===== src/rtl/ccs_pkg.sv =====
// Shared types for the conditional compare and select unit.
// Assumes the operation codes below are what the decoder feeding the unit uses.
package ccs_pkg;

    typedef enum logic [2:0] {
        OP_IDLE = 3'b000,
        OP_CMN  = 3'b001,
        OP_CMP  = 3'b010,
        OP_SEL  = 3'b100,
        OP_SINC = 3'b101,
        OP_SINV = 3'b110,
        OP_SNEG = 3'b111
    } ccs_op_e;

    typedef struct packed {
        logic n;
        logic z;
        logic c;
        logic v;
    } nzcv_t;

endpackage


===== src/rtl/ccs_cond_eval.sv =====
// Condition evaluator: tests a 4-bit condition code against the NZCV flags.
// Assumes bits [3:1] choose the base test and bit 0 inverts it, except for
// base 111, which always passes.
module ccs_cond_eval
    import ccs_pkg::*;
(
    input  nzcv_t      flags_i,
    input  logic [3:0] code_i,
    output logic       pass_o
);

    logic base;

    // Choose the base test from the upper three code bits.
    always_comb begin
        unique case (code_i[3:1])
            3'b000:  base = flags_i.z;
            3'b001:  base = flags_i.c;
            3'b010:  base = flags_i.n;
            3'b011:  base = flags_i.v;
            3'b100:  base = flags_i.c & ~flags_i.z;
            3'b101:  base = (flags_i.n == flags_i.v);
            3'b110:  base = ~flags_i.z & (flags_i.n == flags_i.v);
            default: base = 1'b1;
        endcase
    end

    // Apply the inversion bit; the always-pass pair ignores it.
    always_comb begin
        if (code_i[3:1] == 3'b111) pass_o = 1'b1;
        else                       pass_o = base ^ code_i[0];
    end

endmodule


===== src/rtl/ccs_flag_calc.sv =====
// Flag calculator: one adder lane per width (half and full) computes the
// NZCV flags of a + b or a - b, and narrow_i picks the lane.
// Assumes DATA_W is even; a subtraction is done as a + ~b + 1.
module ccs_flag_calc
    import ccs_pkg::*;
#(
    parameter int DATA_W = 64
) (
    input  logic [DATA_W-1:0] a_i,
    input  logic [DATA_W-1:0] b_i,
    input  logic              sub_i,
    input  logic              narrow_i,
    output nzcv_t             flags_o
);

    localparam int HALF_W = DATA_W / 2;

    nzcv_t lane_flags [2];

    // Lane 0 works on HALF_W bits, lane 1 on DATA_W bits.
    for (genvar g = 0; g < 2; g++) begin : g_lane
        localparam int LW = (g == 0) ? HALF_W : DATA_W;
        logic [LW-1:0] la;
        logic [LW-1:0] lb;
        logic [LW:0]   sum;

        assign la  = a_i[LW-1:0];
        assign lb  = sub_i ? ~b_i[LW-1:0] : b_i[LW-1:0];
        assign sum = {1'b0, la} + {1'b0, lb} + {{LW{1'b0}}, sub_i};

        // Flags of this lane's sum.
        always_comb begin
            lane_flags[g].n = sum[LW-1];
            lane_flags[g].z = (sum[LW-1:0] == '0);
            lane_flags[g].c = sum[LW];
            lane_flags[g].v = (la[LW-1] == lb[LW-1]) && (sum[LW-1] != la[LW-1]);
        end
    end

    // Take the flags of the active width.
    always_comb begin
        flags_o = narrow_i ? lane_flags[0] : lane_flags[1];
    end

endmodule


===== src/rtl/ccs_alt_sel.sv =====
// Alternate value generator for conditional select: passes op2, op2 + 1,
// ~op2 or -op2 according to a 2-bit variant.
// Assumes variant 00 = plain, 01 = increment, 10 = invert, 11 = negate.
module ccs_alt_sel #(
    parameter int DATA_W = 64
) (
    input  logic [DATA_W-1:0] op2_i,
    input  logic [1:0]        variant_i,
    output logic [DATA_W-1:0] alt_o
);

    // Form the alternate value for the chosen variant.
    always_comb begin
        unique case (variant_i)
            2'b00:   alt_o = op2_i;
            2'b01:   alt_o = op2_i + DATA_W'(1);
            2'b10:   alt_o = ~op2_i;
            default: alt_o = '0 - op2_i;
        endcase
    end

endmodule


===== src/rtl/ccs_unit.sv =====
// Conditional compare and select unit. It holds the NZCV flag register,
// evaluates the condition against it, and then either writes new flags
// (compares) or produces a result (selects).
// Assumes IMM_W < DATA_W and an even DATA_W. The result is combinational;
// the flags update at the next rising edge.
module ccs_unit
    import ccs_pkg::*;
#(
    parameter int DATA_W = 64,
    parameter int IMM_W  = 5
) (
    input  logic              clk,
    input  logic              rst_n,
    input  logic [2:0]        op_i,
    input  logic              narrow_i,
    input  logic [3:0]        cond_i,
    input  logic [3:0]        dflt_nzcv_i,
    input  logic              use_imm_i,
    input  logic [IMM_W-1:0]  imm_i,
    input  logic [DATA_W-1:0] op1_i,
    input  logic [DATA_W-1:0] op2_i,
    output logic [DATA_W-1:0] result_o,
    output logic [3:0]        flags_o
);

    localparam int HALF_W = DATA_W / 2;
    localparam logic [DATA_W-1:0] LOW_MASK = {{(DATA_W-HALF_W){1'b0}}, {HALF_W{1'b1}}};

    ccs_op_e           op;
    nzcv_t             flags_q;
    nzcv_t             cmp_flags;
    logic              cond_pass;
    logic              is_cmp;
    logic              is_sel;
    logic [DATA_W-1:0] cmp_b;
    logic [DATA_W-1:0] alt_val;
    logic [DATA_W-1:0] sel_val;

    // Decode the operation class.
    always_comb begin
        op     = ccs_op_e'(op_i);
        is_cmp = (op == OP_CMN) || (op == OP_CMP);
        is_sel = op_i[2];
    end

    // Pick the second compare operand.
    always_comb begin
        cmp_b = use_imm_i ? {{(DATA_W-IMM_W){1'b0}}, imm_i} : op2_i;
    end

    ccs_cond_eval u_cond (
        .flags_i (flags_q),
        .code_i  (cond_i),
        .pass_o  (cond_pass)
    );

    ccs_flag_calc #(.DATA_W(DATA_W)) u_flags (
        .a_i      (op1_i),
        .b_i      (cmp_b),
        .sub_i    (op == OP_CMP),
        .narrow_i (narrow_i),
        .flags_o  (cmp_flags)
    );

    ccs_alt_sel #(.DATA_W(DATA_W)) u_alt (
        .op2_i     (op2_i),
        .variant_i (op_i[1:0]),
        .alt_o     (alt_val)
    );

    // Select result, masked to the active width; zero for non-select ops.
    always_comb begin
        sel_val  = cond_pass ? op1_i : alt_val;
        result_o = is_sel ? (narrow_i ? (sel_val & LOW_MASK) : sel_val) : '0;
    end

    // Flag register: written only by compares, from the sum or the default.
    always_ff @(posedge clk) begin
        if (!rst_n)      flags_q <= '0;
        else if (is_cmp) flags_q <= cond_pass ? cmp_flags : nzcv_t'(dflt_nzcv_i);
    end

    assign flags_o = flags_q;


    flags_hold_chk: assert property (@(posedge clk) disable iff (!rst_n)
        !is_cmp |=> flags_o == $past(flags_o));


    default_load_chk: assert property (@(posedge clk) disable iff (!rst_n)
        (is_cmp && !cond_pass) |=> flags_o == $past(dflt_nzcv_i));


    cmp_no_result_chk: assert property (@(posedge clk) disable iff (!rst_n)
        is_cmp |-> result_o == '0);


    narrow_upper_chk: assert property (@(posedge clk) disable iff (!rst_n)
        (is_sel && narrow_i) |-> (result_o & ~LOW_MASK) == '0);


    always_pass_chk: assert property (@(posedge clk) disable iff (!rst_n)
        (cond_i[3:1] == 3'b111) |-> cond_pass);


    sel_pass_chk: assert property (@(posedge clk) disable iff (!rst_n)
        (is_sel && cond_pass && !narrow_i) |-> result_o == op1_i);

endmodule


===== config.mk =====
export PLATFORM = sky130hd
export DESIGN_NAME = ccs_unit
export DESIGN_NICKNAME = d
export VERILOG_FILES = /design/src/rtl/ccs_pkg.sv /design/src/rtl/ccs_cond_eval.sv /design/src/rtl/ccs_flag_calc.sv /design/src/rtl/ccs_alt_sel.sv /design/src/rtl/ccs_unit.sv
export SDC_FILE = /design/constraint.sdc
export NUM_CORES = 1
export LEC_CHECK = 0
export BUFFER_PORTS_ARGS = -buffer_cell sky130_fd_sc_hd__buf_2
export CORE_ASPECT_RATIO = 1.5
export CORE_MARGIN = 2
export CORE_UTILIZATION = 55
export CTS_CLUSTER_DIAMETER = 80
export CTS_CLUSTER_SIZE = 14
export DETAILED_ROUTE_END_ITERATION = 16
export PLACE_DENSITY_LB_ADDON = 0.12
export SYNTH_ARGS = -nofsm -noshare
export SYNTH_HDL_FRONTEND = slang
export SYNTH_SLANG_ARGS = --single-unit

===== constraint.sdc =====
create_clock -name clk -period 7.4 [get_ports clk]
set_input_delay 0.74 -clock clk [delete_from_list [all_inputs] [get_ports clk]]
set_output_delay 0.74 -clock clk [all_outputs]
set_load 0.005 [all_outputs]

==> results of run 1 <==
-- cell type report --
cell class / count / area [sq um] / share of cell area
inverter: 26 / 97.6 / 0.00929
timing repair buffer: 225 / 1160 / 0.111
antenna: 3 / 7.51 / 0.000715
multi-input combinational: 1335 / 8810 / 0.839
sequential: 4 / 80.1 / 0.00763
clock buffer: 3 / 75.1 / 0.00715
tap: 210 / 263 / 0.0250
-- worst min-delay path: cells and delay by family (launching register included) --
kind | cells | cell delay (ps)
AOI/OAI and AO/OA | 1 | 60
DFF | 1 | 330
and+or+nand+nor | 1 | 80
-- synthesized netlist by cell type, types with 11 or more instances --
cell type  count
a211oi_1      44
a21o_1        21
a21oi_1      138
a31oi_1       30
and2_1        11
and3_1        27
clkbuf_1      69
ha_1          80
inv_1         26
mux2i_1       17
nand2_1      126
nand2b_1      74
nand3_1       42
nand4_1       40
nor2_1       140
nor2b_1       13
nor3_1        38
nor4_1        29
o211a_1       16
o21a_1        15
o21ai_0       92
o22ai_1       15
or3_1         25
xnor2_1      124
xor2_1        35
-- stage by stage --
stage                util  setup WS [ps]  cells  hold WS, ps
finish              0.629           1820   1806          518
global route        0.629           1370   1804          553
CTS                 0.629           1940   1803          520
detailed placement  0.624           1720   1800          516
global placement    0.624           1780   1800          503
floorplan               -           2600   1448          496
-- kinds of logic (layout without fill, tap and decap cells) --
kind of cell | count (synthesis) | count (layout) | share of synthesized area
AND/OR/NAND/NOR | 607 | 607 | 0.336
AO/OA/AOI/OAI | 467 | 467 | 0.323
XOR/XNOR | 159 | 159 | 0.150
buffers and inverters | 109 | 254 | 0.0468
adder cells (fa/ha/maj) | 81 | 81 | 0.110
multiplexers | 21 | 21 | 0.0258
flip-flops | 4 | 4 | 0.00860
other | 0 | 3 | 0
-- path summary, 6_finish.rpt --
path	endpoint	cells after the start	slack (ps)	startpoint
max	flags_o[2]	16	1820	op_i[2]
min	flags_o[0]	2	520	flags_o[0]
max reg2reg	flags_o[2]	9	4200	flags_o[0]
min reg2reg	flags_o[0]	2	520	flags_o[0]
-- layer usage --
layer	vias up	wire length, um
li1	5718	-
met1	5772	14400
met2	973	20000
met3	362	5290
met4	0	5480
met5	-	0
-- cells in the final DEF, fill, tap and decap left out, types with 15 or more instances in the layout --
| cell | n |
|---|---|
| a211oi_1 | 44 |
| a21o_1 | 21 |
| a21oi_1 | 138 |
| a31oi_1 | 30 |
| and3_1 | 27 |
| buf_2 | 215 |
| ha_1 | 80 |
| inv_1 | 26 |
| mux2i_1 | 17 |
| nand2_1 | 126 |
| nand2b_1 | 74 |
| nand3_1 | 42 |
| nand4_1 | 40 |
| nor2_1 | 140 |
| nor3_1 | 38 |
| nor4_1 | 29 |
| o211a_1 | 16 |
| o21a_1 | 15 |
| o21ai_0 | 92 |
| or3_1 | 25 |
| xnor2_1 | 124 |
| xor2_1 | 35 |
-- power by group through the flow --
stage / clock network (mW) / logic, mW / registers (mW)
floorplan: 0 / 0.657 / 0.0255
global placement: 0 / 0.990 / 0.0256
detailed placement: 0 / 0.995 / 0.0258
CTS: 0.0863 / 1.00 / 0.0255
global route: 0.0903 / 1.13 / 0.0258
finish: 0.0862 / 1.06 / 0.0255
==> results_dict.tcl, run 1 <==
set metrics [dict create \
    p_int_mw 0.465 \
    critPathLaunchType "input port" \
    worst_ep_required_time_ps 7570 \
    p_sw_mw 0.707 \
    synth_top_area_share 0.117 \
    wl_um 45200 \
    path_cells "buf_2 -> nor3b_4 -> buf_4 -> xnor2_1 -> ha_1 -> nand2_1 -> or3_1 -> o21ba_2 -> a22oi_1 -> o21ai_0 -> and3_1 -> a2111oi_0 -> nand4_1 -> o41ai_2 -> a21boi_1 -> a31o_1" \
    first_pass_iters 8 \
    drc 0 \
    grt_pass1_vias 12064 \
    ys_warn_count 0 \
    portBuffers 215 \
    finalWeightedCongestion 1.14 \
    finalPower_mw 1.17 \
    finalSetupTns_ps 0 \
    cpPeakStageDelay_ps 800 \
    clk_pin_slew_worst_paths_ps 30 \
    drive_gt1_frac 0.162 \
    synth_area_sq_um 9310 \
    nets 1824 \
    ys.flop_type "dfxtp_1" \
    cts_buffer_depth 2 \
    dpl_cell_area_sq_um 10400 \
    grt_pass1_wl_um 67800 \
    wl_per_cell_um 25.0 \
    final_area_sq_um 10500 \
    vias_per_cell 7.10 \
    netSwitchingFraction 0.603 \
    largest_register_ffs 4 \
    async_flop_share 0 \
    path_buf_inv 2 \
    area_growth_pct 12.8 \
    dieArea_sq_um 18000 \
    crit_type "input port to register" \
    clkPwrFrac 0.074 \
    ys_top_cells_by_area "xnor2_1 12%, ha_1 11%, a21oi_1 7.4%" \
    seq_area_frac_synth 0.00860 \
    synth.distinct_cells 82 \
    detail-route-antenna-nets 0 \
    cts_tree "done" \
    worstPathArrival_ps 5750 \
    via_count 12825 \
    synth.ff_latch_count 4 \
    htree_levels 1 \
    cts_sinks 4 \
    yosysTopAreaCell "xnor2_1" \
    irDropWorstVdd_v 0.000106 \
    worst_slew_pin_slew_ps 1010 \
    setup_viol 0 \
    cp_slowest_cell "nor3b_4" \
    rsz0062_at_grt "no" \
    critPathMaxFanout 23 \
    dp_hpwl_um 36400 \
    dr.first_iter.drc_count 1342 \
    skew_ps 0.863 \
    nFillCells 1730 \
    grt.busiest_layer "met2" \
    outcome "finished, final reports clean" \
    cts.hold.buffers_added 0 \
    antenna_found_initial 2 \
    numCtsBuffers 3 \
    synth.avg_cell_area_sq_um 6.43 \
    leakage_nw 4.34 \
    power_density_nw_per_um2 112 \
    min_period_ps 5580 \
    num_rows 58 \
    use_met3 0.186 \
    combPwrFrac 0.905 \
    cts_root_buffer "clkbuf_16" \
    hold_path.class "register to register" \
    endpoint_kind "register" \
    max_cap_violations 0 \
    grt_overflow 0 \
    postCtsSetupBuffers 0 \
    die_w_um 110 \
    grt_use_total 0.495 \
    met1_usage 0.495 \
    synth_edf_count 0 \
    met2_usage 0.773 \
    fmax_mhz 179 \
    worst_path_dominant_cell_family "compound AO/OA/AOI/OAI gates" \
    core_sq_um 16700 \
    io_pins 216 \
    clk_latency_ps 230 \
    grt_max_degree 70 \
    fin_crit_sh 0.754 \
    start_util 0.558 \
    hold_viol 0 \
    relSlewSlack 0.319 \
    synthCells 1448 \
    die-height_um 163 \
    drv_slew 0 \
    cts_resized 0 \
    syn-num-nets 1677 \
    power_frac_seq 0.022 \
]
Note: power is estimated with default switching activity, not from simulation.
==> run 2: changes to the inputs <==
==> constraint.sdc (replaced) <==
create_clock -name clk -period 5.2 [get_ports clk]
set_input_delay 0.52 -clock clk [delete_from_list [all_inputs] [get_ports clk]]
set_output_delay 0.52 -clock clk [all_outputs]
set_load 0.005 [all_outputs]
==> run 2 against run 1 <==
Final cell count is 1.0% higher. Design area rose by 1.4%. Highest routed layer unchanged. Non-clock buffer count grew 20. Largest power group unchanged. Clock skew is essentially flat. Wire length up 1.2%.
==> results_dict.tcl, run 2 (same netlist as run 1, synthesis figures left out) <==
set metrics [dict create \
    vias_per_cell 7.03 \
    power_density_nw_per_um2 159 \
    htree_levels 1 \
    area_growth_pct 14.4 \
    rr_startpoint "flags_o[2]" \
    holdPathEnd "flags_o[3]" \
    die_w_um 110 \
    drv_slew 0 \
    start_util 0.558 \
    die-height_um 163 \
    irDropWorstVdd_v 0.000134 \
    finalSetupTns_ps 0 \
    cts_buffer_depth 2 \
    min_period_ps 4980 \
    worstPathArrival_ps 5150 \
    antenna_found_initial 1 \
    final_common_cell "buf_2" \
    num_rows 58 \
    grt_pass1_vias 11971 \
    io_pins 216 \
    worst_slew_pin_slew_ps 1140 \
    r2r_cells 9 \
    clk_latency_ps 220 \
    worst_ep_required_time_ps 5370 \
    endpoint_kind "register" \
    r2r_setup_slack_ps 2030 \
    skew_ps 0.878 \
    critPathMaxFanout 21 \
    numCtsBuffers 3 \
    dieArea_sq_um 18000 \
    leakage_nw 4.44 \
    wl_um 45700 \
    cts_sinks 4 \
    largest_register_ffs 4 \
    fmax_mhz 201 \
    grt_overflow 0 \
    finalWeightedCongestion 1.16 \
    detail-route-antenna-nets 0 \
    dp_hpwl_um 36600 \
    postCtsSetupBuffers 0 \
    cts.hold.buffers_added 0 \
    outcome "finished, final reports clean" \
    clk_pin_slew_worst_paths_ps 30 \
    hold_depth 2 \
    fin_crit_sh 0.958 \
    crit_type "input port to register" \
    grt_use_total 0.499 \
    finalPower_mw 1.69 \
    hold_start "flags_o[3]" \
    drc 0 \
    final_cells 1824 \
    cts_root_buffer "clkbuf_16" \
    relSlewSlack 0.233 \
    wl_per_cell_um 25.0 \
    critPathLaunchType "input port" \
    core_sq_um 16700 \
    setup_viol 0 \
    place_inst 1820 \
    hold_viol 0 \
    holdWs_ps 514 \
    final_cell_mix "215 x buf_2, 140 x nor2_1, 138 x a21oi_1" \
    cts_tree "done" \
    rsz0062_at_grt "no" \
    grt_pass1_wl_um 68300 \
    via_count 12826 \
    max_cap_violations 0 \
    nets 1844 \
    drive_gt1_frac 0.172 \
    r2r-end "flags_o[2]" \
    dr.first_iter.drc_count 1389 \
    portBuffers 215 \
    grt_max_degree 70 \
    cts_resized 0 \
    first_pass_iters 9 \
    hold_path.class "register to register" \
]
run 2: cell types whose count changed in the layout (fill, tap and decap cells not counted), sizes merged:
cell,before,now
buf,225,245
diode,3,1
run 2: power breakdown:
part,switching [mW],internal (mW),leakage [nW]
Clock,0.0232,0.0984,0.0370
Combinational,0.987,0.546,4.37
Sequential,0.00282,0.0335,0.0327
Total,1.01,0.678,4.44
run 2: metrics by stage:
step / cell area (sq um) / utilization / setup WS, ps
6_report: 10600 / 0.638 / 217
4_1_cts: 10600 / 0.638 / 442
3_3_place_gp: 10600 / 0.633 / 259
3_5_place_dp: 10600 / 0.633 / 256
5_1_grt: 10600 / 0.638 / 46.5
2_1_floorplan: 9310 / - / 621
run 2: how the worst max path moves through the flow:
stage	from	endpoint	slack, ps	cells past startpoint
2_1_floorplan	op_i[1]	flags_o[2]	620	17
3_3_place_gp	use_imm_i	flags_o[2]	260	16
3_5_place_dp	use_imm_i	flags_o[2]	260	16
4_1_cts	use_imm_i	flags_o[2]	440	16
5_1_grt	op_i[0]	flags_o[2]	50	15
6_report	use_imm_i	flags_o[2]	220	16
run 2: critical path: stages:
cell	delay (ps)
buf_2	170
buf_4	260
mux2i_1	430
xnor2_1	170
ha_1	310
a21o_1	200
a311oi_1	480
o21a_1	200
a22oi_1	140
a21oi_1	570
nor2_1	140
or4_1	430
a2111oi_0	470
o2111ai_1	190
nor4_1	250
a31o_1	180
run 2: per-layer routing:
metal,GRT usage,up-vias,part of all wire
met3,0.204,352,0.12
met4,0.463,0,0.12
met5,0.00595,-,0
met2,0.782,947,0.45
met1,0.487,5763,0.32
li1,-,5764,-
run 2: final cells by class:
class	instances	area [sq um]
repair buffers	245	1310
clock buffers	3	75.1
diodes	1	2.50
fillers	1693	6050
multi-input cells	1335	8810
well taps	210	263
inverters	26	97.6
flip-flops and latches	4	80.1
==> run 3: changes to the inputs <==
==> constraint.sdc (replaced) <==
create_clock -name clk -period 6.05 [get_ports clk]
set_input_delay 0.605 -clock clk [delete_from_list [all_inputs] [get_ports clk]]
set_output_delay 0.605 -clock clk [all_outputs]
set_load 0.005 [all_outputs]
==> run 3 against run 2 <==
Power down 15%. First-iteration DRC count fell by 11%. Worst hold slack improved by 2.9 ps. Setup slack gained 520 ps. Via count shrank 1.5%. Critical path depth stayed put.
==> results_dict.tcl, run 3 (same netlist as run 1, synthesis figures left out) <==
set metrics [dict create \
    outcome "finished, final reports clean" \
    dp_hpwl_um 36000 \
    num_rows 58 \
    start_util 0.558 \
    dr.first_iter.drc_count 1230 \
    critPathLaunchType "input port" \
    numCtsBuffers 3 \
    io_pins 216 \
    die_w_um 110 \
    grt_max_degree 123 \
    clk_latency_ps 230 \
    relSlewSlack 0.186 \
    vias_per_cell 6.99 \
    cts_sinks 4 \
    htree_levels 1 \
    r2r_cells 9 \
    fmax_mhz 188 \
    endpoint_kind "register" \
    nets 1826 \
    grt_overflow 0 \
    drive_gt1_frac 0.163 \
    crit_type "input port to register" \
    fin_crit_sh 0.879 \
    drc 0 \
    first_pass_iters 9 \
    detail-route-antenna-nets 0 \
    die-height_um 163 \
    hold_path.class "register to register" \
    hold_viol 0 \
    leakage_nw 4.35 \
    max_cap_violations 0 \
    dieArea_sq_um 18000 \
    place_inst 1802 \
    postCtsSetupBuffers 0 \
    skew_ps 6.36 \
    cts_tree "done" \
    largest_register_ffs 4 \
    rr_startpoint "flags_o[0]" \
    worst_ep_required_time_ps 6230 \
    critical_path.endpoint "flags_o[2]" \
    final_cell_mix "215 x buf_2, 140 x nor2_1, 138 x a21oi_1" \
    power_density_nw_per_um2 136 \
    antenna_found_initial 5 \
    finalSetupTns_ps 0 \
    irDropWorstVdd_v 0.000223 \
    grt_pass1_vias 11862 \
    rsz0062_at_grt "no" \
    area_growth_pct 13.1 \
    holdWs_ps 517 \
    r2r_setup_slack_ps 3070 \
    nFillCells 1696 \
    clk_pin_slew_worst_paths_ps 30 \
    via_count 12639 \
    cts_resized 0 \
    final_cells 1807 \
    wl_per_cell_um 24.8 \
    cts_buffer_depth 2 \
    core_sq_um 16700 \
    grt_use_total 0.489 \
    final_common_cell "buf_2" \
    setup_viol 0 \
    min_period_ps 5320 \
    finalWeightedCongestion 1.12 \
    drv_slew 0 \
    cts.hold.buffers_added 0 \
    critPathMaxFanout 23 \
    setup.worst_path.start "op_i[2]" \
    worst_slew_pin_slew_ps 1210 \
    cts_root_buffer "clkbuf_16" \
    worstPathArrival_ps 5490 \
    wl_um 44700 \
    grt_pass1_wl_um 66300 \
    portBuffers 215 \
    r2r-end "flags_o[2]" \
]
run 3: worst min path at each step:
stage	startpoint	to	slack, ps	cells past startpoint
3_3_place_gp	flags_o[3]	flags_o[3]	500	2
4_1_cts	flags_o[3]	flags_o[3]	520	2
6_report	flags_o[3]	flags_o[3]	520	2
3_5_place_dp	flags_o[3]	flags_o[3]	520	2
5_1_grt	flags_o[3]	flags_o[3]	560	2
2_1_floorplan	flags_o[0]	flags_o[0]	500	2
run 3: layout make-up:
type / instances / area (sq um) / share of cell area
tap: 210 / 263 / 0.0250
antenna: 2 / 5.00 / 0.000476
inverter: 26 / 97.6 / 0.00927
timing repair buffer: 227 / 1190 / 0.113
clock buffer: 3 / 75.1 / 0.00713
multi-input combinational: 1335 / 8810 / 0.837
sequential: 4 / 80.1 / 0.00761
run 3: metrics by stage:
| step | area, sq um | power, mW | util | setup WS (ps) |
|---|---|---|---|---|
| finish | 10500 | 1.43 | 0.631 | 734 |
| global route | 10500 | 1.52 | 0.630 | 378 |
| CTS | 10500 | 1.37 | 0.630 | 894 |
| detailed placement | 10400 | 1.25 | 0.626 | 666 |
| global placement | 10400 | 1.25 | 0.626 | 713 |
| floorplan | 9310 | 0.835 | - | 1390 |
run 3: where the power goes:
group,total (mW),internal [mW],switching [mW]
Clock,0.107,0.0848,0.0223
Sequential,0.0312,0.0288,0.00245
Combinational,1.29,0.458,0.833
run 3: routing by layer:
| metal | share of wire | vias up | global-route usage | wire, um |
|---|---|---|---|---|
| li1 | - | 5722 | - | - |
| met1 | 0.32 | 5683 | 0.483 | 14500 |
| met2 | 0.45 | 901 | 0.777 | 20300 |
| met3 | 0.11 | 331 | 0.183 | 4910 |
| met4 | 0.11 | 2 | 0.443 | 5030 |
| met5 | 0.00034 | - | 0.0149 | 15 |
run 3: critical path, cell delays in order:
cell and delay [ps]:
buf_2 260, nor3b_4 530, buf_4 280, xnor2_1 130, fa_1 470, a211oi_1 430
o21ai_0 300, a211o_1 460, a21oi_1 450, o21ai_0 170, a21boi_0 260, xnor2_1 110
a2111oi_0 370, o2111ai_1 170, nor4_1 320, a31o_1 190
